### src/rtl/afr_pkg.sv
package afr_pkg;

    localparam int AFR_DEPTH_DEF  = 128;
    localparam int AFR_BUS_W_DEF  = 9;
    localparam int AFR_PRESET_LO  = 7;
    localparam int AFR_PRESET_HI  = 63;

    typedef enum logic [1:0] {
        LD_IDLE = 2'd0,
        LD_PAR  = 2'd1,
        LD_SER  = 2'd2
    } ld_mode_e;

    function automatic int ceil_div(input int num, input int den);
        return (num + den - 1) / den;
    endfunction

    function automatic int preset_ofs(input logic sel);
        return sel ? AFR_PRESET_HI : AFR_PRESET_LO;
    endfunction

endpackage

### src/rtl/afr_ofs_bank.sv
module afr_ofs_bank
    import afr_pkg::*;
#(
    parameter int OFS_W = 8,
    parameter int BUS_W = 9
) (
    input  logic             clk,
    input  logic             mrst,
    input  logic             prst,
    input  logic             fsel,
    input  logic             ld,
    input  logic [BUS_W-1:0] din,
    input  logic             ser_en,
    input  logic             ser_din,
    output logic [OFS_W-1:0] ae_ofs,
    output logic [OFS_W-1:0] af_ofs
);
    localparam int WPO    = ceil_div(OFS_W, BUS_W);
    localparam int PSLOTS = 2 * WPO;
    localparam int SSLOTS = 2 * OFS_W;
    localparam int PIDX_W = (PSLOTS > 1) ? $clog2(PSLOTS) : 1;
    localparam int SIDX_W = $clog2(SSLOTS);

    logic [1:0][OFS_W-1:0] ofs_q, ofs_d;
    logic [PIDX_W-1:0]     par_idx, par_nxt;
    logic [SIDX_W-1:0]     ser_idx, ser_nxt;
    ld_mode_e              mode;

    generate
        if (OFS_W < BUS_W) begin : g_spare
            logic unused_din_hi;
            assign unused_din_hi = ^din[BUS_W-1:OFS_W];
        end
    endgenerate

    always_comb begin
        if (ld)          mode = LD_PAR;
        else if (ser_en) mode = LD_SER;
        else             mode = LD_IDLE;
    end

    always_comb begin
        ofs_d   = ofs_q;
        par_nxt = par_idx;
        ser_nxt = ser_idx;
        case (mode)
            LD_PAR: begin
                for (int s = 0; s < 2; s++) begin
                    for (int b = 0; b < OFS_W; b++) begin
                        if (s * WPO + b / BUS_W == int'(par_idx))
                            ofs_d[s][b] = din[b % BUS_W];
                    end
                end
                par_nxt = (int'(par_idx) == PSLOTS - 1) ? '0 : par_idx + 1'b1;
            end
            LD_SER: begin
                for (int s = 0; s < 2; s++) begin
                    for (int b = 0; b < OFS_W; b++) begin
                        if (s * OFS_W + b == int'(ser_idx))
                            ofs_d[s][b] = ser_din;
                    end
                end
                ser_nxt = (int'(ser_idx) == SSLOTS - 1) ? '0 : ser_idx + 1'b1;
            end
            default: ;
        endcase
    end

    always_ff @(posedge clk) begin
        if (mrst) begin
            ofs_q   <= {2{OFS_W'(preset_ofs(fsel))}};
            par_idx <= '0;
            ser_idx <= '0;
        end else if (prst) begin
            par_idx <= '0;
            ser_idx <= '0;
        end else begin
            ofs_q   <= ofs_d;
            par_idx <= par_nxt;
            ser_idx <= ser_nxt;
        end
    end

    assign ae_ofs = ofs_q[0];
    assign af_ofs = ofs_q[1];


    preset_load_chk: assert property (@(posedge clk)
        mrst |=> (ae_ofs == OFS_W'(preset_ofs($past(fsel)))) &&
                 (af_ofs == OFS_W'(preset_ofs($past(fsel)))));


    prst_keeps_chk: assert property (@(posedge clk) disable iff (mrst)
        prst |=> $stable(ofs_q));


    serial_one_bit_chk: assert property (@(posedge clk) disable iff (mrst)
        (ser_en && !ld && !prst) |=> ($countones(ofs_q ^ $past(ofs_q)) <= 1));


    par_over_ser_chk: assert property (@(posedge clk) disable iff (mrst)
        (ld && !prst) |=> $stable(ser_idx));

endmodule

### src/rtl/afr_flag_cmp.sv
module afr_flag_cmp #(
    parameter int LVL_W    = 8,
    parameter int DEPTH    = 128,
    parameter bit FROM_TOP = 1'b0
) (
    input  logic             clk,
    input  logic             rst,
    input  logic [LVL_W-1:0] level,
    input  logic [LVL_W-1:0] ofs,
    output logic             flag
);
    localparam logic RST_VAL = !FROM_TOP;

    logic [LVL_W-1:0] measure;
    logic [LVL_W-1:0] edge_level;

    generate
        if (FROM_TOP) begin : g_space
            assign measure    = LVL_W'(DEPTH) - level;
            assign edge_level = LVL_W'(DEPTH);
        end else begin : g_fill
            assign measure    = level;
            assign edge_level = '0;
        end
    endgenerate

    always_ff @(posedge clk) begin
        if (rst) flag <= RST_VAL;
        else     flag <= (measure <= ofs);
    end


    extreme_level_chk: assert property (@(posedge clk) disable iff (rst)
        (level == edge_level) |=> flag);


    flag_reset_chk: assert property (@(posedge clk)
        rst |=> (flag == RST_VAL));

endmodule

### src/rtl/almost_flag_offsets.sv
module almost_flag_offsets
    import afr_pkg::*;
#(
    parameter int  DEPTH = AFR_DEPTH_DEF,
    parameter int  BUS_W = AFR_BUS_W_DEF,
    localparam int LVL_W = $clog2(DEPTH + 1)
) (
    input  logic             clk,
    input  logic             mrst,
    input  logic             prst,
    input  logic             preset_sel,
    input  logic             par_load,
    input  logic [BUS_W-1:0] par_data,
    input  logic             ser_en,
    input  logic             ser_data,
    input  logic [LVL_W-1:0] rd_level,
    input  logic [LVL_W-1:0] wr_level,
    output logic             almost_empty,
    output logic             almost_full
);
    logic [LVL_W-1:0] ae_ofs, af_ofs;
    logic             flag_rst;

    assign flag_rst = mrst | prst;

    afr_ofs_bank #(.OFS_W(LVL_W), .BUS_W(BUS_W)) u_bank (
        .clk     (clk),
        .mrst    (mrst),
        .prst    (prst),
        .fsel    (preset_sel),
        .ld      (par_load),
        .din     (par_data),
        .ser_en  (ser_en),
        .ser_din (ser_data),
        .ae_ofs  (ae_ofs),
        .af_ofs  (af_ofs)
    );

    afr_flag_cmp #(.LVL_W(LVL_W), .DEPTH(DEPTH), .FROM_TOP(1'b0)) u_ae (
        .clk   (clk),
        .rst   (flag_rst),
        .level (rd_level),
        .ofs   (ae_ofs),
        .flag  (almost_empty)
    );

    afr_flag_cmp #(.LVL_W(LVL_W), .DEPTH(DEPTH), .FROM_TOP(1'b1)) u_af (
        .clk   (clk),
        .rst   (flag_rst),
        .level (wr_level),
        .ofs   (af_ofs),
        .flag  (almost_full)
    );


    prst_flags_chk: assert property (@(posedge clk) disable iff (mrst)
        prst |=> (almost_empty && !almost_full));

endmodule

### config.mk
export PLATFORM = sky130hd
export DESIGN_NAME = almost_flag_offsets
export DESIGN_NICKNAME = d
export VERILOG_FILES = /design/src/rtl/afr_pkg.sv /design/src/rtl/afr_ofs_bank.sv /design/src/rtl/afr_flag_cmp.sv /design/src/rtl/almost_flag_offsets.sv
export SDC_FILE = /design/constraint.sdc
export NUM_CORES = 1
export LEC_CHECK = 0
export ABC_AREA = 1
export BUFFER_PORTS_ARGS = -buffer_cell sky130_fd_sc_hd__buf_2
export CAP_MARGIN = 20
export CORE_ASPECT_RATIO = 1.25
export CORE_MARGIN = 10
export CORE_UTILIZATION = 49
export DETAILED_ROUTE_END_ITERATION = 8
export HOLD_SLACK_MARGIN = 0.15
export PLACE_DENSITY = 0.77
export SLEW_MARGIN = 10
export SYNTH_ARGS = -nofsm -noshare
export SYNTH_HDL_FRONTEND = slang
export SYNTH_SLANG_ARGS = --single-unit
### constraint.sdc
create_clock -name clk -period 1.4 [get_ports clk]
set_input_delay 0.07 -clock clk [delete_from_list [all_inputs] [get_ports clk]]
set_output_delay 0.07 -clock clk [all_outputs]
set_load 0.1 [all_outputs]
Word level (Yosys, flattened, before mapping):

Cells that the tools add are included.

* logic and storage cells: 122
* bits in latches: 0
* register bits after elaboration: 23
* memory bits (writable): 0
* bits of input ports: 32
* memories kept: 0
* output and inout bits: 2
* memory bits (read-only): 0

* equality and inequality tests: 37
* reductions and logical operators: 19
* $mul: 0
* mux-type cells: 40
* shift-type cells: 0
* divide/modulo/power cells: 0
* magnitude comparators: 2
* bitwise logic cells: 1
* add/sub/neg operators: 3

Operator list (count)
* AND reduction 4 bit: 16
* inequality test 3 x 2 -> 1 bit, second input constant: 17
* two-way mux 1 bit: 33
* == test 4 bit, first input constant: 8
* two-way mux 16 bit: 2
* one-hot mux 16 bit (2 select lines): 1
* == test 3 x 4 -> 1 bit, first input constant: 4
* <= comparator 8 bit: 2
* == test 2 x 4 -> 1 bit, first input constant: 2
* subtractor 8 bit, first input constant: 1
* two-way mux 6 bit: 1
* adder 4 x 1 -> 4 bit, second input constant: 1
* == test 1 x 4 -> 1 bit, first input constant: 1
* == test 4 x 1 -> 1 bit, second input constant: 1
* logical NOT 4 bit: 1
* two-way mux 2 bit: 2
* two-way mux 4 bit: 1
* inequality test 3 bit, second input constant: 1
* nonzero test 3 bit: 1
* == test 2 x 1 -> 1 bit, second input constant: 1
* == test 2 bit, second input constant: 1
* inequality test 2 bit, second input constant: 1
* OR reduction 2 bit: 1
* adder 1 bit, second input constant: 1
* OR 1 bit: 1

Logic depth before layout (Yosys ltp):

* depth after elaboration: 6
* gate-level depth with buffers: 12
* depth with buffers taken out: 12

Modules after synthesis:

From an unflattened synthesis, not the netlist that was laid out.

* cells, all modules: 247
* area, all modules: 1766.7 µm²

Modules (own cells, without submodules)
* afr_ofs_bank: times used 1, sequential area each 580.6 µm², area each 1126.1 µm², cells an instance 142
* afr_flag_cmp at u_af: times used 1, sequential area each 20.0 µm², area each 380.4 µm², cells an instance 63
* afr_flag_cmp at u_ae: times used 1, sequential area each 20.0 µm², area each 249.0 µm², cells an instance 39
* almost_flag_offsets: times used 1, sequential area each 0.0 µm², area each 11.3 µm², cells an instance 3

Worst setup path before layout:

OpenSTA, ideal clock, no wires.

* kind: input -> register
* start: input port wr_level[0]
* end: register u_af.flag
* path slack: -0.050 ns
* stages on the path: 11
* arrival: 1.380 ns
* data required time: 1.330 ns
* path buffers: 0
* library setup time: 0.070 ns
* cells stage by stage: inv_1 ha_1 nand2_1 nor3_1 xor2_1 inv_1 ha_1 nand2_1 nor2_1 nand4_1 a21oi_1

* longest elaborated chain between the ends: 2

Ends and longest elaborated chain
* from (decl): RTL line almost_flag_offsets.sv:17 `input logic [LVL_W-1:0] wr_level,`
* subtractor 8 bit: RTL line afr_flag_cmp.sv:19 `assign measure = LVL_W'(DEPTH) - level;`
* <= comparator 8 bit: RTL line afr_flag_cmp.sv:29 `else flag <= (measure <= ofs);`
* to (signal assigned): RTL line afr_flag_cmp.sv:29
* to (decl): RTL line afr_flag_cmp.sv:10 `output logic flag`

Every way passes these cells.
A chain may end at the register's enable or synchronous reset.

Worst setup path in the final report:

* start: input port wr_level[1]
* end: register u_af.flag

Same word-level chain as after synthesis.

==> results.md <==
* Status: finished clean
* Setup tns final at 0 ns
* Commonest cells post-synth: nand2_1, inv_1, nor2_1
* Power Total at 0.001675 W
* Final setup vio count at 0
* Sw Ratio at 29.70%
* WL per Instance at 12.23 µm
* Kind of critical path: in2reg
* Die Width at 72.61 µm
* Layout cells sized above 1 at 23.81%
* Top cell type's share of synthesized area at 28.34%
* CP arrival at 1.53 ns
* Number of remaining DRC errors at 0
* Number of antenna cells inserted at 0
* Full die area at 6227 µm²
* Flop pwr share at 47.7%
* Boundary Pins at 34
* Vias in the first global route at 1472
* CP top delay family: simple AND/OR/NAND/NOR gates
* Finished Core Util at 65.79%
* Post-Syn Instances at 223
* Number of synthesized flops with an enable pin at 16
* Pwr Density at 776.3 nW/µm²
* Min cycle time layout at 1.325 ns
* Unrepaired setup endpoints after global routing: yes
* H-Tree Depth at 1
* Area contributors post-synth: edfxtp_1, ha_1, nand2_1
* Num rows at 23
* Clock root buffer: clkbuf_8
* Crit end category: register
* Later-pin clock latency in the skew report at 0.27 ns
* Total gr overflow at 0
* CTS tree: done
* Iter 0 DRT Violations at 82
* Achievable Freq at 0.7545 GHz
* Clock Skew at 0.005479 ns
* Final WL at 3.790 mm
* Dpl ws at -0.2640 ns
* Core ar. at 3281 µm²
* Hold WC Path Type: in2reg
* Endpoints failing hold at 0
* Clk pin slew, worst setup/hold paths at 0.08 ns
* Slowest Stage Delay on Critical Path at 0.28 ns
* First-pass GRT wire length at 6.147 mm
* Initial Util at 51.68%
* Global placement routability congestion at 0.9031
* Crit-path max FO at 2
* DR vias at 1508
* FF+latch count, synth at 23
* Ys flop type: edfxtp_1
* Hold Crit Depth at 3
* IO Port Bufs at 32
* Slew Viols, Final at 0
* Post-synthesis net count at 276
* CP required at 1.61 ns
* Antenna violations before repair at 0
* Nets at 327
* CP Cell Sequence: buf_4 -> inv_2 -> ha_4 -> nand2_4 -> nor3_4 -> xor2_1 -> inv_1 -> ha_4 -> nand2_4 -> nor2_4 -> nand4_1 -> a21oi_2
* Worst Slack Setup Final at 0.07462 ns
* Synth-to-Final Area Change at 27.31%
* Pre-Repair DR Iteration Count at 4
* Gate power share at 27.3%
* Tot GR Track Use at 11.96%
* Fin Hold WS at 0.1788 ns
* Clock Power Share at 25.1%
* Worst Tran Pin Value at 0.4882 ns
* Post-DP HPWL at 3.018 mm
* Largest net degree at the start of global routing at 13
* Reg2Reg Depth at 4
* Most frequent cell after synthesis: nand2_1
* Critical path launch point type: primary input
* Synthesized cell area at 1695 µm²
* Max-slew headroom at 67.68%
* CTS Buf Count at 3
* Largest area contributor in the netlist: edfxtp_1
* Final antenna-violating net count at 0
* Via/cell ratio at 4.865
* P_leak at 1.117 nW
* Clock Sinks at 23
* P_sw at 0.0004976 W
* WP buf/inv at 3
* Async SR Flop Fraction at 0%
* Clk buf depth at 2
* Die Ht at 85.77 µm
* Slowest cell on the critical path: ha_4
* Synth unique cells at 26
* P_int at 0.001178 W
* Crit path depth at 12
* Worst VDD drop at 732.7 µV
* Tcrit/Tclk final at 94.67%
* Seq/Total Area, Yosys at 36.61%
* Max-capacitance violation count at 0
* Ys Warns at 0
* Mean area per synthesized cell at 7.603 µm²
## cell type report
| class | count | area [µm²] |
|---|---|---|
| timing repair buffer | 48 | 297.8 |
| sequential | 23 | 620.6 |
| clock buffer | 4 | 45.04 |
| inverter | 47 | 178.9 |
| fill | 304 | 1122 |
| multi-input combinational | 151 | 969.7 |
| tap | 37 | 46.29 |
## worst paths after layout
path	from	endpoint	slack, ns
worst max-delay path	wr_level[1]	u_af.flag$_SDFF_PP0_	0.07
worst min-delay path	par_load	u_bank.par_idx$_SDFFE_PP0N_	0.18
worst max register to register	u_bank.ser_idx[2]$_SDFFE_PP0P_	u_bank.ae_ofs[6]$_SDFFCE_PP0P_	0.13
worst min register to register	u_bank.par_idx$_SDFFE_PP0N_	u_bank.par_idx$_SDFFE_PP0N_	0.50
## cell families after synthesis
family | Yosys count | synth area share, %
AOI/OAI and AO/OA | 36 | 11.96
xor gates and xnor gates | 4 | 2.067
adders and majority gates | 21 | 15.50
buffers and inverters | 49 | 11.51
DFF | 23 | 36.60
and+or+nand+nor | 90 | 22.36
## power by group through the flow
stage | clock, W | combinational, W | sequential [W]
2_1_floorplan | 0 | 0.000241 | 0.000839
3_3_place_gp | 0 | 0.000385 | 0.000814
3_5_place_dp | 0 | 0.000396 | 0.000815
4_1_cts | 0.000417 | 0.000411 | 0.000799
5_1_grt | 0.000448 | 0.000521 | 0.000803
6_report | 0.000420 | 0.000457 | 0.000799
## registers in the layout (all words and copies together) (netlist names)
signal,flops
u_af.flag,1
u_bank.ser_idx,4
u_bank.par_idx,1
u_ae.flag,1
u_bank.ae_ofs,8
u_bank.af_ofs,8
## what timing repair did
action / 4_1_cts / 5_1_grt
endpoints found under the hold margin: 8 / 0
setup endpoints to repair: 1 / 7
pin swaps: 0 / 13
resized for setup: 1 / 21
gates cloned: 0 / 0
buffers inserted: 0 / 3
hold buffers: 5 / 0
## through the flow
step	cells	area, µm²
finish	310	2158
global route	310	2158
CTS	307	2046
detailed placement	298	1948
global placement	298	1948
floorplan	223	1700
## cell usage in the layout, fill, tap and decap left out, types with 5 or more instances in the layout
cell           netlist  routed
a21oi_1             27      25
buf_2                0      30
buf_4                1      13
dfxtp_1              7       7
dlygate4sd3_1        0       5
edfxtp_1            16      16
ha_1                21      18
inv_1               45      43
nand2_1             47      45
nand3_1              6       6
nor2_1              28      25
## worst reg2reg max path, stage by stage, from the launching register on
cell and delay [ns]:
dfxtp_1 0.42, inv_1 0.13, nor2_2 0.19, a21oi_1 0.11, nor2_1 0.13
## per-layer routing
layer / global-route usage (%) / vias up / share of wire, %
met5: 0 / - / 0
met4: 5.536 / 0 / 1.9
met3: 3.114 / 6 / 5.7
met2: 21.96 / 39 / 54
met1: 12.05 / 651 / 38
li1: - / 812 / -
(Power assumes the default switching activity.)
